### config.mk
export PLATFORM = sky130hd
export DESIGN_NAME = puf_auth_fsm
export DESIGN_NICKNAME = d
export VERILOG_FILES = /design/src/rtl/puf_auth_pkg.sv /design/src/rtl/puf_lvl1_match.sv /design/src/rtl/puf_key_cmp.sv /design/src/rtl/puf_auth_fsm.sv
export SDC_FILE = /design/constraint.sdc
export NUM_CORES = 1
export LEC_CHECK = 0
export BUFFER_PORTS_ARGS = -buffer_cell sky130_fd_sc_hd__buf_2
export CAP_MARGIN = 20
export CORE_AREA = 3 3 143 145
export CTS_CLUSTER_SIZE = 14
export DETAILED_ROUTE_END_ITERATION = 12
export DIE_AREA = 0 0 146 148
export SLEW_MARGIN = 10
export SYNTH_ARGS = -nofsm -noshare
export SYNTH_HDL_FRONTEND = slang
export SYNTH_SLANG_ARGS = --single-unit
export TNS_END_PERCENT = 20
### constraint.sdc
create_clock -name clk -period 3.7 [get_ports clk]
set_input_delay 0.37 -clock clk [delete_from_list [all_inputs] [get_ports clk]]
set_output_delay 0.37 -clock clk [all_outputs]
set_load 0.005 [all_outputs]
### src/rtl/puf_auth_pkg.sv
package puf_auth_pkg;

    typedef enum logic [1:0] {
        ST_START    = 2'd0,
        ST_SELECTED = 2'd1,
        ST_GRANTED  = 2'd2,
        ST_DENIED   = 2'd3
    } auth_state_e;

endpackage

### src/rtl/puf_lvl1_match.sv
module puf_lvl1_match #(
    parameter int N_ENTRIES = 8,
    parameter int HD_W      = 8,
    parameter int OC_W      = 8,
    localparam int IDX_W    = (N_ENTRIES > 1) ? $clog2(N_ENTRIES) : 1
) (
    input  logic [HD_W-1:0]           hd_i,
    input  logic [OC_W-1:0]           oc_i,
    input  logic [N_ENTRIES-1:0]      cfg_en_i,
    input  logic [N_ENTRIES*HD_W-1:0] cfg_hd_lo_i,
    input  logic [N_ENTRIES*HD_W-1:0] cfg_hd_hi_i,
    input  logic [N_ENTRIES*OC_W-1:0] cfg_oc_i,
    output logic                      hit_o,
    output logic [IDX_W-1:0]          idx_o
);

    logic [N_ENTRIES-1:0] hit_vec;

    // One comparator set per table entry
    for (genvar g = 0; g < N_ENTRIES; g++) begin : g_entry
        logic [HD_W-1:0] lo_w;
        logic [HD_W-1:0] hi_w;
        logic [OC_W-1:0] oc_w;
        assign lo_w = cfg_hd_lo_i[g*HD_W +: HD_W];
        assign hi_w = cfg_hd_hi_i[g*HD_W +: HD_W];
        assign oc_w = cfg_oc_i[g*OC_W +: OC_W];
        assign hit_vec[g] = cfg_en_i[g] && (hd_i >= lo_w) && (hd_i <= hi_w)
                            && (oc_i == oc_w);
    end

    // Lowest index wins: scan downward so the last assignment is the lowest hit
    always_comb begin
        idx_o = '0;
        for (int i = N_ENTRIES - 1; i >= 0; i--) begin
            if (hit_vec[i]) begin
                idx_o = IDX_W'(i);
            end
        end
        hit_o = |hit_vec;
    end

endmodule

### src/rtl/puf_key_cmp.sv
module puf_key_cmp #(
    parameter int N_ENTRIES = 8,
    parameter int KEY_W     = 16,
    localparam int IDX_W    = (N_ENTRIES > 1) ? $clog2(N_ENTRIES) : 1
) (
    input  logic [IDX_W-1:0]           sel_idx_i,
    input  logic [N_ENTRIES*KEY_W-1:0] cfg_key_i,
    input  logic [KEY_W-1:0]           key_i,
    output logic                       match_o
);

    logic [KEY_W-1:0] expect_key;

    always_comb begin
        expect_key = '0;
        for (int i = 0; i < N_ENTRIES; i++) begin
            if (sel_idx_i == IDX_W'(i)) begin
                expect_key = cfg_key_i[i*KEY_W +: KEY_W];
            end
        end
        match_o = (expect_key == key_i);
    end

endmodule

### src/rtl/puf_auth_fsm.sv
module puf_auth_fsm
    import puf_auth_pkg::*;
#(
    parameter int N_ENTRIES = 8,
    parameter int HD_W      = 8,
    parameter int OC_W      = 8,
    parameter int KEY_W     = 16,
    localparam int IDX_W    = (N_ENTRIES > 1) ? $clog2(N_ENTRIES) : 1
) (
    input  logic                       clk,
    input  logic                       rst_n,
    input  logic                       restart_i,
    input  logic                       eval_i,
    input  logic [HD_W-1:0]            hd_i,
    input  logic [OC_W-1:0]            oc_i,
    input  logic                       key_vld_i,
    input  logic [KEY_W-1:0]           key_i,
    input  logic [N_ENTRIES-1:0]       cfg_en_i,
    input  logic [N_ENTRIES*HD_W-1:0]  cfg_hd_lo_i,
    input  logic [N_ENTRIES*HD_W-1:0]  cfg_hd_hi_i,
    input  logic [N_ENTRIES*OC_W-1:0]  cfg_oc_i,
    input  logic [N_ENTRIES*KEY_W-1:0] cfg_key_i,
    output logic [1:0]                 state_o,
    output logic [IDX_W-1:0]           sel_idx_o,
    output logic                       key_ok_o,
    output logic                       led_auth_o,
    output logic                       led_unauth_o
);

    typedef struct packed {
        auth_state_e      st;
        logic [IDX_W-1:0] idx;
    } regs_t;

    regs_t            cur_q;
    regs_t            nxt_d;
    logic             lvl1_hit;
    logic [IDX_W-1:0] lvl1_idx;
    logic             key_match;
    logic             key_ok_d;

    puf_lvl1_match #(
        .N_ENTRIES (N_ENTRIES),
        .HD_W      (HD_W),
        .OC_W      (OC_W)
    ) lvl1_i (
        .hd_i        (hd_i),
        .oc_i        (oc_i),
        .cfg_en_i    (cfg_en_i),
        .cfg_hd_lo_i (cfg_hd_lo_i),
        .cfg_hd_hi_i (cfg_hd_hi_i),
        .cfg_oc_i    (cfg_oc_i),
        .hit_o       (lvl1_hit),
        .idx_o       (lvl1_idx)
    );

    puf_key_cmp #(
        .N_ENTRIES (N_ENTRIES),
        .KEY_W     (KEY_W)
    ) key_i_cmp (
        .sel_idx_i (cur_q.idx),
        .cfg_key_i (cfg_key_i),
        .key_i     (key_i),
        .match_o   (key_match)
    );

    always_comb begin
        nxt_d    = cur_q;
        key_ok_d = 1'b0;
        if (restart_i) begin
            nxt_d.st  = ST_START;
            nxt_d.idx = '0;
        end else begin
            unique case (cur_q.st)
                ST_START: begin
                    if (eval_i) begin
                        if (lvl1_hit) begin
                            nxt_d.st  = ST_SELECTED;
                            nxt_d.idx = lvl1_idx;
                        end else begin
                            nxt_d.st = ST_DENIED;
                        end
                    end
                end
                ST_SELECTED: begin
                    if (eval_i) begin
                        nxt_d.st = ST_START;
                    end else if (key_vld_i) begin
                        key_ok_d = key_match;
                        nxt_d.st = key_match ? ST_GRANTED : ST_DENIED;
                    end
                end
                default: begin
                    if (eval_i) begin
                        nxt_d.st = ST_START;
                    end
                end
            endcase
        end
    end

    always_ff @(posedge clk) begin
        if (!rst_n) begin
            cur_q.st  <= ST_START;
            cur_q.idx <= '0;
        end else begin
            cur_q <= nxt_d;
        end
    end

    assign state_o      = cur_q.st;
    assign sel_idx_o    = cur_q.idx;
    assign key_ok_o     = key_ok_d;
    assign led_auth_o   = (cur_q.st == ST_GRANTED);
    assign led_unauth_o = (cur_q.st == ST_DENIED);

    assert_restart_start_R1: assert property (@(posedge clk) disable iff (!rst_n)
        restart_i |=> (cur_q.st == ST_START));

    assert_hit_selects_R2: assert property (@(posedge clk) disable iff (!rst_n)
        (cur_q.st == ST_START && eval_i && !restart_i && lvl1_hit)
        |=> (cur_q.st == ST_SELECTED));

    assert_keyok_context_R6: assert property (@(posedge clk) disable iff (!rst_n)
        key_ok_o |-> (cur_q.st == ST_SELECTED && key_vld_i && !restart_i));

    assert_verdict_hold_R8: assert property (@(posedge clk) disable iff (!rst_n)
        ((cur_q.st == ST_GRANTED || cur_q.st == ST_DENIED) && !eval_i && !restart_i)
        |=> (cur_q.st == $past(cur_q.st)));

    assert_led_exclusive_R9: assert property (@(posedge clk) disable iff (!rst_n)
        !(led_auth_o && led_unauth_o));

endmodule

Word-level counts from Yosys, hierarchy flattened
Cells that the tools add are included.
{"block": "word_totals", "ff_bits": 5, "latchBits": 0, "ram_bits": 0, "rom_bits": 0, "in_bits": 365, "out_inout_bits": 8, "word_cells": 99, "mem_count": 0}
{"block": "classes", "n_addsub": 0, "multipliers": 0, "n_div": 0, "n_lt_le_gt_ge": 16, "eq_ne": 20, "shift": 0, "n_mux": 28, "bitwise": 1, "n_reduce_logical": 32}
{"cell": "16-bit 2-to-1 mux", "n": 8}
{"cell": "8-bit equality test", "n": 8}
{"cell": "8-bit >= comparator", "n": 8}
{"cell": "8-bit <= comparator", "n": 8}
{"cell": "3-bit 2-to-1 mux", "n": 9}
{"cell": "1-bit logical AND", "n": 24}
{"cell": "16-bit equality test", "n": 1}
{"cell": "3-bit equality test, second input constant", "n": 4}
{"cell": "2-bit 2-to-1 mux", "n": 4}
{"cell": "8-bit OR reduction", "n": 1}
{"cell": "3-bit by 2-bit equality test with 1-bit output, second input constant", "n": 2}
{"cell": "3-bit AND reduction", "n": 2}
{"cell": "1-bit 2-to-1 mux", "n": 5}
{"cell": "5-bit 2-to-1 mux", "n": 1}
{"cell": "2-bit equality test, second input constant", "n": 2}
{"cell": "2-bit one-hot mux with 2 select lines", "n": 1}
{"cell": "2-bit nonzero test", "n": 2}
{"cell": "3-bit by 1-bit equality test with 1-bit output, second input constant", "n": 1}
{"cell": "3-bit zero test", "n": 1}
{"cell": "2-bit by 1-bit equality test with 1-bit output, second input constant", "n": 1}
{"cell": "2-bit zero test", "n": 1}
{"cell": "2-bit inequality test, second input constant", "n": 1}
{"cell": "2-bit OR reduction", "n": 1}
{"cell": "1-bit NOT", "n": 1}

Longest topological paths before layout
Gate-level depths: netlist of run 1.
{"block": "depth", "ltp_word": 15, "mapped_depth": 10, "mapped_depth_nobuf": 10}

By module
A second synthesis of run 1 with hierarchy kept.
{"block": "unflattened", "cells_unflattened": 715, "area_unflattened_um2": 5611.6}
{"module": "puf_lvl1_match", "instances": 1, "cells_per_inst": 524, "area_each_um2": 3965.1, "seq_area_each_um2": 0.0}
{"module": "puf_key_cmp", "instances": 1, "cells_per_inst": 164, "area_each_um2": 1358.8, "seq_area_each_um2": 0.0}
{"module": "puf_auth_fsm", "instances": 1, "cells_per_inst": 27, "area_each_um2": 287.8, "seq_area_each_um2": 100.1}

Worst setup path before layout of run 1
Ideal clock, no wire load.
{"block": "synth_timing", "path_type": "input -> register", "from": "input port hd_i[0]", "to": "register cur_q, in the netlist sel_idx_o[0]", "setup_ns": 0.122, "arrival_time_ns": 2.615, "required_ns": 3.578, "path_slack_ns": 0.963, "path_stages": 10, "path_cell_list": "inv_1 -> ha_1 -> nand2b_1 -> a21o_1 -> a211o_1 -> o2111ai_1 -> a221oi_2 -> nor4bb_2 -> a2111oi_2 -> a221o_1"}
{"block": "synth_between", "elab_chain_len": 12, "word_cells_on_any_way": 50, "cone_classes": "order compare: 16; mux: 8; reduce/logical: 26"}
{"item": "start: declaration", "line_no": "puf_auth_fsm.sv:14", "rtl": "input logic [HD_W-1:0] hd_i,"}
{"item": "8-bit >= comparator", "line_no": "puf_lvl1_match.sv:27", "rtl": "assign hit_vec[g] = cfg_en_i[g] && (hd_i >= lo_w) && (hd_i <= hi_w)"}
{"item": "1-bit logical AND (2 in a row)", "line_no": "puf_lvl1_match.sv:27"}
{"item": "1-bit logical AND", "line_no": "puf_lvl1_match.sv:28", "rtl": "&& (oc_i == oc_w);"}
{"item": "3-bit 2-to-1 mux (8 in a row)", "line_no": "puf_lvl1_match.sv:35", "rtl": "if (hit_vec[i]) begin"}
{"item": "end signal: assignment", "line_no": "puf_auth_fsm.sv:107", "rtl": "cur_q <= nxt_d;"}
{"item": "end: declaration", "line_no": "puf_auth_fsm.sv:35", "rtl": "regs_t cur_q;"}
Parallel ways exist; a longest one is shown, timed or not.
A chain may end at the register's enable or synchronous reset.

Worst setup path in the final report of run 1
{"block": "layout_timing", "from": "register cur_q, in the netlist sel_idx_o[0]", "to": "output port key_ok_o"}
{"block": "layout_between", "elab_chain_len": 14, "word_cells_on_any_way": 21, "cone_classes": "eq/ne: 8; mux: 12; reduce/logical: 1"}
{"item": "3-bit zero test", "line_no": "puf_key_cmp.sv:17", "rtl": "if (sel_idx_i == IDX_W'(i)) begin"}
{"item": "16-bit 2-to-1 mux (7 in a row)", "line_no": "puf_key_cmp.sv:17"}
{"item": "16-bit 2-to-1 mux (*)", "line_no": "puf_key_cmp.sv:17"}
{"item": "16-bit equality test (*)", "line_no": "puf_key_cmp.sv:21", "rtl": "match_o = (expect_key == key_i);"}
{"item": "1-bit 2-to-1 mux (*)", "line_no": "puf_auth_fsm.sv:88", "rtl": "end else if (key_vld_i) begin"}
{"item": "1-bit 2-to-1 mux (*)", "line_no": "puf_auth_fsm.sv:86", "rtl": "if (eval_i) begin"}
{"item": "1-bit 2-to-1 mux (*)", "line_no": "puf_auth_fsm.sv:74", "rtl": "unique case (cur_q.st)"}
{"item": "1-bit 2-to-1 mux (*)", "line_no": "puf_auth_fsm.sv:70", "rtl": "if (restart_i) begin"}
{"item": "end: declaration", "line_no": "puf_auth_fsm.sv:25", "rtl": "output logic key_ok_o,"}
Every way passes the cells marked *; elsewhere a longest branch is shown, timed or not.

==> metrics.yaml, run 1 <==
finish:
  layout.cells.most_common: "buf_2"
  fin_util_pct: 41.1
  fillers: 2019
  area_growth_pct: 38.3
  multi_input_area_sq_mm: 0.00497
  nets: 1602
  ff_latch_area_sq_um: 101
  layout_common_cells: "372 x buf_2, 131 x inv_1, 128 x ha_1"
  layout-drive-gt1-share_pct: 37.8
  design_area_sq_mm: 0.00795
route:
  vias_per_cell: 5.01
  drcViolationCount: 0
  vias: 6890
  routed_wl_um: 25200
  drt_first_pass_iters: 5
  drt-initial-drc-count: 214
  avgRoutedWirePerCell_um: 18.3
  ant_nets: 0
floorplanning:
  core_area_sq_mm: 0.0193
  die_w_um: 146
  num_io_pins: 373
  rows: 51
  die_area_sq_mm: 0.0216
  die_h_um: 148
  initial_core_util_pct: 29.7
cts:
  cts_root_buffer: "clkbuf_16"
  cts_tree: "built"
  clock_latency_ps: 230
  numCtsBuffers: 3
  cts_buffer_depth: 2
  cts.sink_count: 5
  cts_hold_buf: 0
  post_cts_resized: 0
  post_cts_buffers: 0
  path_clk_slew_ps: 40
  htreeDepth: 1
worst_setup_path:
  crit_type: "reg -> out"
  worstPathCellList: "buf_4 > mux4_1 > mux2_2 > o21ai_0 > xnor2_1 > nor4_1 > nand4_1 > nor3_1 > buf_2"
  cpPeakStageDelay_ps: 630
  end_kind: "primary output"
  crit_arrival_ps: 3140
  critPathLaunchType: "flip-flop"
  cp_slowest_cell: "dfxtp_1"
  critPathRequiredTime_ps: 3330
  critical_path.max_fanout: 11
global_route:
  grt_busiest_layer: "met2"
  grt_first_pass_wirelength_um: 37900
  grt_pass1_vias: 7062
  use_met3_pct: 3.99
  grt.met2_usage_pct: 40.3
  antenna_found_initial: 4
  grt_overflow_total: 0
  grt_max_degree: 40
  met1_usage_pct: 26.8
  grt_use_total_pct: 22.0
timing:
  min_period_over_period_pct: 94.8
  max-slew-margin-rel_pct: 54.4
  setup_tns_ps: 0
  maxSlewViolCount: 0
  timing.final.hold_violations: 0
  setup_viol: 0
  rsz0062_at_grt: "no"
  max_freq_mhz: 285
  skew_ps: 1.36
  worst_slew_pin_slew_ps: 678
  period_needed_ps: 3510
placed_design:
  portBuffers: 372
  post_dp_cell_area_sq_mm: 0.00787
  dp_hpwl_um: 21900
  place.gp.congestion: 0.877
synth:
  postSynthAreaPerCell_sq_um: 7.70
  yosysWarnings: 0
  async_flop_share_pct: 0
  synth_nets: 1239
  yosysSeqAreaShare_pct: 1.74
  synth_edf_count: 0
  synth_area_sq_mm: 0.00575
  syn_inst: 746
  ys_ff_latch: 5
  synth_flop_cell: "dfxtp_1"
  synth_cell_type_count: 70
power_and_ir_drop:
  power_mw: 0.955
  p_leak_nw: 4.34
  power.density_mw_per_mm2: 120
  irDropWorstVdd_uv: 101
status:
  outcome: "finished, final reports clean"
worst_hold_path:
  hold_class: "in -> reg"
run:
  max_cap_viol_count: 0
report_power, final:
| part | internal [mW] | leakage, nW | switching (mW) |
|---|---|---|---|
| sequential | 0.0553 | 0.0411 | 0.00176 |
| combinational | 0.363 | 4.26 | 0.358 |
| clock | 0.141 | 0.0409 | 0.0364 |
| total | 0.559 | 4.34 | 0.396 |
cell usage after synthesis, types with 12 or more instances:
cell type | instances | area [sq um]
xor2_1 | 27 | 236
a21o_1 | 12 | 90.1
o21ai_0 | 31 | 155
mux2_2 | 13 | 146
xnor2_1 | 54 | 473
inv_1 | 131 | 492
ha_1 | 128 | 1600
nor2_1 | 26 | 97.6
nand2_1 | 15 | 56.3
nand4_1 | 21 | 131
o22ai_1 | 12 | 75.1
nand3_1 | 16 | 80.1
mux2i_1 | 17 | 170
a21oi_1 | 37 | 185
o211ai_1 | 19 | 143
per-layer routing:
metal	wire [um]	vias up
li1	-	3452
met5	34	-
met1	10300	3138
met3	1660	26
met2	12700	268
met4	452	6
sequential cells by signal (all words and copies together) (netlist names):
name	cells
state_o	2
sel_idx_o	3
worst max-delay path, delay by kind of cell, from the launching register on:
kind,cells,cell delay (ps)
AOI/OAI and AO/OA,1,90
xor gates and xnor gates,1,90
buffers and inverters,2,380
DFF,1,630
muxes,2,810
and+or+nand+nor,3,910
kinds of logic (layout without fill, tap and decap cells):
family,Yosys count,in the layout,share of synthesized area (%)
AOI/OAI and AO/OA,203,203,25.0
buffers and inverters,156,518,11.7
and+or+nand+nor,136,136,13.0
adders and majority gates,128,128,27.9
xor gates and xnor gates,81,81,12.3
muxes,37,37,8.32
DFF,5,5,1.74
other,0,1,0
path summary, 6_finish.rpt:
kind	start	to	slack (ps)	cells after the start
worst max-delay path	sel_idx_o[0]$_SDFFE_PP0P_	key_ok_o	190	9
worst min-delay path	rst_n	state_o[1]$_SDFFE_PP0P_	540	3
worst max register to register	sel_idx_o[0]$_SDFFE_PP0P_	state_o[0]$_SDFFE_PP0P_	790	8
worst min register to register	state_o[0]$_SDFFE_PP0P_	state_o[0]$_SDFFE_PP0P_	740	3
through the flow:
step,setup slack (ps),hold WS (ps),std cells
2_1_floorplan,963,588,746
3_3_place_gp,488,737,1369
3_5_place_dp,501,734,1369
4_1_cts,277,543,1373
5_1_grt,60.6,575,1374
6_report,193,542,1374
cell type report:
type	instances	area share, %
Sequential cell	5	1.28
Inverter	132	6.23
Tap cell	265	4.17
Antenna cell	1	0.0315
Clock inverter	1	0.0630
Clock buffer	3	0.945
Multi-Input combinational cell	585	62.6
Timing Repair Buffer	382	24.7
Power figures use the tool's default switching activity.
==> run 2: changes to the inputs <==
--- a/config.mk
+++ b/config.mk
@@ -5,7 +5,7 @@
 export SDC_FILE = /design/constraint.sdc
 export NUM_CORES = 1
 export LEC_CHECK = 0
-export BUFFER_PORTS_ARGS = -buffer_cell sky130_fd_sc_hd__buf_2
+export BUFFER_PORTS_ARGS = -buffer_cell sky130_fd_sc_hd__buf_4
 export CAP_MARGIN = 20
 export CORE_AREA = 3 3 143 145
 export CTS_CLUSTER_SIZE = 14
==> run 2 against run 1 <==
Net effect: wire length rose by 3.9%; largest cell class unchanged; highest routed layer is now met4; sequential share of layout area fell by 0.12 points; register-to-register slack improved by 130 ps; clock power barely moved.
==> metrics.yaml, run 2 (synthesized netlist as in run 1, its figures left out) <==
power_and_ir_drop:
  power_switching_mw: 0.390  # was 0.396 mW
  switching_share_pct: 36.9  # was 41.4%
  power.density_mw_per_mm2: 119  # was 120 mW/mm^2
  seq_power_share_pct: 5.4  # was 6.0%
  pwr-share-comb_pct: 77.8  # was 75.4%
  p_int_mw: 0.665  # was 0.559 mW
  p_leak_nw: 4.65  # was 4.34 nW
  irDropWorstVdd_uv: 143  # was 101 uV
  pwr-share-clk_pct: 16.8  # was 18.6%
cts:
  cts_hold_buf: 0  # unchanged
  clock_latency_ps: 230  # about the same
  numCtsBuffers: 3  # unchanged
  path_clk_slew_ps: 30  # was 40 ps
  cts_tree: "built"  # unchanged
  cts_root_buffer: "clkbuf_16"  # unchanged
  htreeDepth: 1  # unchanged
  cts.sink_count: 5  # unchanged
  cts_buffer_depth: 2  # unchanged
global_route:
  grt_max_degree: 30  # was 40
  grt_use_total_pct: 22.8  # was 22.0%
  grt_pass1_vias: 7134  # was 7062
  antenna_found_initial: 2  # was 4
  grt_overflow_total: 0  # unchanged
  grt_first_pass_wirelength_um: 39000  # was 37900 um
worst_setup_path:
  critPathLaunchType: "flip-flop"  # unchanged
  crit_arrival_ps: 3010  # was 3140 ps
  end_kind: "primary output"  # unchanged
  critical_path.max_fanout: 27  # was 11
  critPathRequiredTime_ps: 3330  # about the same
  r2r_cells: 9  # was 8
  crit_type: "reg -> out"  # unchanged
timing:
  skew_ps: 2.44  # was 1.36 ps
  hold_slack_ps: 503  # was 542 ps
  rsz0062_at_grt: "no"  # unchanged
  min_period_over_period_pct: 91.4  # was 94.8%
  setup_viol: 0  # unchanged
  max_freq_mhz: 296  # was 285 MHz
  max-slew-margin-rel_pct: 54.0  # was 54.4%
  period_needed_ps: 3380  # was 3510 ps
  timing.final.ws_setup_ps: 317  # was 193 ps
  timing.final.hold_violations: 0  # unchanged
  maxSlewViolCount: 0  # unchanged
  worst_slew_pin_slew_ps: 680  # was 678 ps
  setup_tns_ps: 0  # unchanged
route:
  vias_per_cell: 5.03  # was 5.01
  vias: 6910  # was 6890
  drt_first_pass_iters: 5  # unchanged
  drcViolationCount: 0  # unchanged
  routed_wl_um: 26200  # was 25200 um
  avgRoutedWirePerCell_um: 19.0  # was 18.3 um
  ant_nets: 0  # unchanged
  drt-initial-drc-count: 244  # was 214
placed_design:
  place.gp.congestion: 0.895  # was 0.877
  dpl_worst_slack_ps: 538  # was 501 ps
  dp_hpwl_um: 22800  # was 21900 um
  portBuffers: 372  # unchanged
run:
  max_cap_viol_count: 0  # unchanged
floorplanning:
  die_w_um: 146  # unchanged
  initial_core_util_pct: 29.7  # unchanged
  die_area_sq_mm: 0.0216  # unchanged
  num_io_pins: 373  # unchanged
  rows: 51  # unchanged
  die_h_um: 148  # unchanged
  core_area_sq_mm: 0.0193  # unchanged
finish:
  largest_reg_flops: 3  # unchanged
  fin_util_pct: 45.8  # was 41.1%
  layout-drive-gt1-share_pct: 37.9  # was 37.8%
  area_growth_pct: 54.0  # was 38.3%
  layout_common_cells: "381 x buf_4, 131 x inv_1, 128 x ha_1"  # was 372 x buf_2, 131 x inv_1, 128 x ha_1
  nets: 1601  # was 1602
  layout.cells.most_common: "buf_4"  # was buf_2
status:
  outcome: "finished, final reports clean"  # unchanged
worst_hold_path:
  hold_class: "in -> reg"  # unchanged
  min_path_cells: 4  # was 3
## run 2: metal layers
layer	track usage, %	vias to the layer above	routed length [um]
met5	0	-	0
met2	40.5	285	12800
met1	27.5	3132	10600
li1	-	3452	-
met4	7.20	0	751
met3	4.84	41	2010
## run 2: path summary, 6_finish.rpt
kind	start	endpoint	slack, ps
max	sel_idx_o[1]$_SDFFE_PP0P_	key_ok_o	320
max reg2reg	sel_idx_o[1]$_SDFFE_PP0P_	state_o[0]$_SDFFE_PP0P_	920
min	eval_i	state_o[1]$_SDFFE_PP0P_	500
min reg2reg	state_o[0]$_SDFFE_PP0P_	state_o[0]$_SDFFE_PP0P_	760
## run 2: through the flow
stage	std cells	power [mW]	cell area, sq um
detailed placement	1368	0.879	8760
finish	1374	1.05	8850
global placement	1368	0.870	8760
CTS	1372	1.06	8840
floorplan	746	0.439	5750
global route	1374	1.16	8850
## run 2: critical path, stage by stage, from the launching register on
cell,delay [ps]
dfxtp_2,670
buf_4,310
nand2_1,90
inv_1,100
nand2_1,190
o21ai_0,260
xnor2_1,100
nor4_1,500
nand4_1,190
nor3_1,210
buf_4,150
## run 2: final cells by class
cell class,instances,area [sq um]
fillers,1995,10500
diodes,2,5.00
clock inverters,1,5.00
inverters,132,495
clock buffers,3,75.1
repair buffers,381,2860
well taps,265,332
flip-flops and latches,5,103
multi-input cells,585,4970
## run 2: power by group through the flow
stage	Combinational, mW	Clock [mW]	Sequential (mW)
floorplan	0.382	0	0.0574
global placement	0.812	0	0.0580
detailed placement	0.821	0	0.0581
CTS	0.825	0.179	0.0573
global route	0.915	0.184	0.0574
finish	0.821	0.177	0.0573
## run 2: timing repair
item / CTS / global route
endpoints found under the hold margin: 0 / 0
gates resized for setup: 0 / 1
setup buffers: 0 / 0
setup endpoints to repair: 0 / 1
==> run 3: changes to the inputs <==
--- a/config.mk
+++ b/config.mk
@@ -11,6 +11,7 @@
 export CTS_CLUSTER_SIZE = 14
 export DETAILED_ROUTE_END_ITERATION = 12
 export DIE_AREA = 0 0 146 148
+export PLACE_DENSITY = 0.66
 export SLEW_MARGIN = 10
 export SYNTH_ARGS = -nofsm -noshare
 export SYNTH_HDL_FRONTEND = slang
==> constraint.sdc (replaced) <==
create_clock -name clk -period 4.3 [get_ports clk]
set_input_delay 0.43 -clock clk [delete_from_list [all_inputs] [get_ports clk]]
set_output_delay 0.43 -clock clk [all_outputs]
set_load 0.005 [all_outputs]
==> run 3 against run 2 <==
Net effect: clock power down 12%; clock-buffer cell count unchanged; combinational power decreased by 13%; worst hold slack better by 95 ps; register-to-register slack better by 480 ps; non-clock buffer count fell by 5; worst setup slack improved by 410 ps; wire length grew 1.6%; largest power group unchanged; critical path type unchanged; global-route usage grew 0.28 points; sequential power shrank 14%.
==> metrics.yaml, run 3 (synthesized netlist as in run 1, its figures left out) <==
finish:
  layout_common_cells: "376 x buf_4, 131 x inv_1, 128 x ha_1"  # was 381 x buf_4, 131 x inv_1, 128 x ha_1
  layout.cells.most_common: "buf_4"  # unchanged
  area_growth_pct: 53.2  # was 54.0%
  diodes: 0  # was 2
  largest_reg_flops: 3  # unchanged
  fillers: 1994  # was 1995
  nets: 1596  # was 1601
  design_area_sq_mm: 0.00881  # was 0.00885 sq mm
  layout-drive-gt1-share_pct: 37.5  # was 37.9%
route:
  vias_per_cell: 5.05  # was 5.03
  drcViolationCount: 0  # unchanged
  routed_wl_um: 26600  # was 26200 um
  ant_nets: 0  # unchanged
  drt_first_pass_iters: 5  # unchanged
  vias: 6905  # was 6910
  drt-initial-drc-count: 328  # was 244
  avgRoutedWirePerCell_um: 19.4  # was 19.0 um
global_route:
  grt_overflow_total: 0  # unchanged
  antenna_found_initial: 0  # was 2
  grt_max_degree: 39  # was 30
  grt_use_total_pct: 23.1  # was 22.8%
  grt_first_pass_wirelength_um: 39200  # was 39000 um
  grt_pass1_vias: 7112  # was 7134
timing:
  max_freq_mhz: 280
  maxSlewViolCount: 0  # unchanged
  setup_viol: 0  # unchanged
  rsz0062_at_grt: "no"  # unchanged
  min_period_over_period_pct: 83.0
  timing.final.hold_violations: 0  # unchanged
  skew_ps: 1.06  # was 2.44 ps
  period_needed_ps: 3570
  setup_tns_ps: 0  # unchanged
  max-slew-margin-rel_pct: 49.8  # was 54.0%
  hold_slack_ps: 598  # was 503 ps
  worst_slew_pin_slew_ps: 752  # was 680 ps
power_and_ir_drop:
  pwr-share-comb_pct: 77.7  # was 77.8%
  power_mw: 0.919  # was 1.05 mW
  irDropWorstVdd_uv: 61.4  # was 143 uV
  switching_share_pct: 37.7  # was 36.9%
  p_leak_nw: 4.63  # was 4.65 nW
  seq_power_share_pct: 5.4  # about the same
  power_switching_mw: 0.347  # was 0.390 mW
  pwr-share-clk_pct: 16.9  # was 16.8%
  p_int_mw: 0.573  # was 0.665 mW
  power.density_mw_per_mm2: 104  # was 119 mW/mm^2
cts:
  cts_buffer_depth: 2  # unchanged
  post_cts_buffers: 0  # unchanged
  post_cts_resized: 0  # unchanged
  numCtsBuffers: 3  # unchanged
  cts_tree: "built"  # unchanged
  path_clk_slew_ps: 40  # was 30 ps
  cts.sink_count: 5  # unchanged
  htreeDepth: 1  # unchanged
  cts_hold_buf: 0  # unchanged
  cts_root_buffer: "clkbuf_16"  # unchanged
  clock_latency_ps: 230  # about the same
worst_setup_path:
  end_kind: "primary output"  # unchanged
  critPathRequiredTime_ps: 3870  # was 3330 ps
  critPathLaunchType: "flip-flop"  # unchanged
  critical_path.max_fanout: 23  # was 27
  ff2ff_setup_slack_ps: 1400  # was 920 ps
  crit_type: "reg -> out"  # unchanged
  crit_arrival_ps: 3140  # was 3010 ps
placed_design:
  place.gp.congestion: 0.909  # was 0.895
  post_dp_cell_area_sq_mm: 0.00873  # was 0.00876 sq mm
  portBuffers: 372  # unchanged
  dp_hpwl_um: 22700  # was 22800 um
floorplanning:
  num_io_pins: 373  # unchanged
  initial_core_util_pct: 29.7  # unchanged
  die_h_um: 148  # unchanged
  core_area_sq_mm: 0.0193  # unchanged
  die_area_sq_mm: 0.0216  # unchanged
  die_w_um: 146  # unchanged
  rows: 51  # unchanged
worst_hold_path:
  hold_class: "in -> reg"  # unchanged
status:
  outcome: "finished, final reports clean"  # unchanged
run:
  max_cap_viol_count: 0  # unchanged
-- run 3: power groups by stage --
stage          Clock (mW)  Combinational, mW  Sequential, mW
4_1_cts             0.157              0.715          0.0494
3_3_place_gp            0              0.698          0.0501
6_report            0.156              0.715          0.0494
2_1_floorplan           0              0.328          0.0494
3_5_place_dp            0              0.712          0.0501
5_1_grt             0.161              0.795          0.0495
-- run 3: routing by layer --
| metal | track usage [%] | wire length (um) | vias up |
|---|---|---|---|
| met1 | 27.9 | 10700 | 3142 |
| li1 | - | - | 3437 |
| met2 | 42.0 | 13300 | 282 |
| met4 | 6.82 | 766 | 0 |
| met5 | 0 | 0 | - |
| met3 | 3.71 | 1880 | 44 |
-- run 3: final cells by class --
class	count	area, sq um	area share, %
inverters	132	495	5.63
multi-input cells	585	4970	56.5
clock buffers	3	75.1	0.853
well taps	265	332	3.77
clock inverters	1	5.00	0.0568
repair buffers	376	2820	32.1
flip-flops and latches	5	101	1.15
-- run 3: path summary, 6_finish.rpt --
check	from	endpoint	cells past startpoint
min reg2reg	state_o[0]$_SDFFE_PP0P_	state_o[0]$_SDFFE_PP0P_	3
max	sel_idx_o[0]$_SDFFE_PP0P_	key_ok_o	10
min	eval_i	state_o[1]$_SDFFE_PP0P_	4
max reg2reg	sel_idx_o[0]$_SDFFE_PP0P_	state_o[0]$_SDFFE_PP0P_	9
-- run 3: worst max-delay path, stage by stage, from the launching register on --
cell and delay [ps]:
dfxtp_1 750, buf_4 380, nor2_1 100, a22oi_1 170, o22a_1 150, a22oi_1 70
xor2_1 170, nor4_1 570, nand4_1 170, nor3_1 220, buf_4 150
-- run 3: metrics by stage --
stage                     setup slack [ps]  cells  utilization (%)
final                                  730   1367             45.5
after global routing                   459   1367             45.5
after CTS                              703   1367             45.5
after detailed placement               957   1363             45.1
after global placement                 979   1363             45.1
after floorplan                       1500    746                -
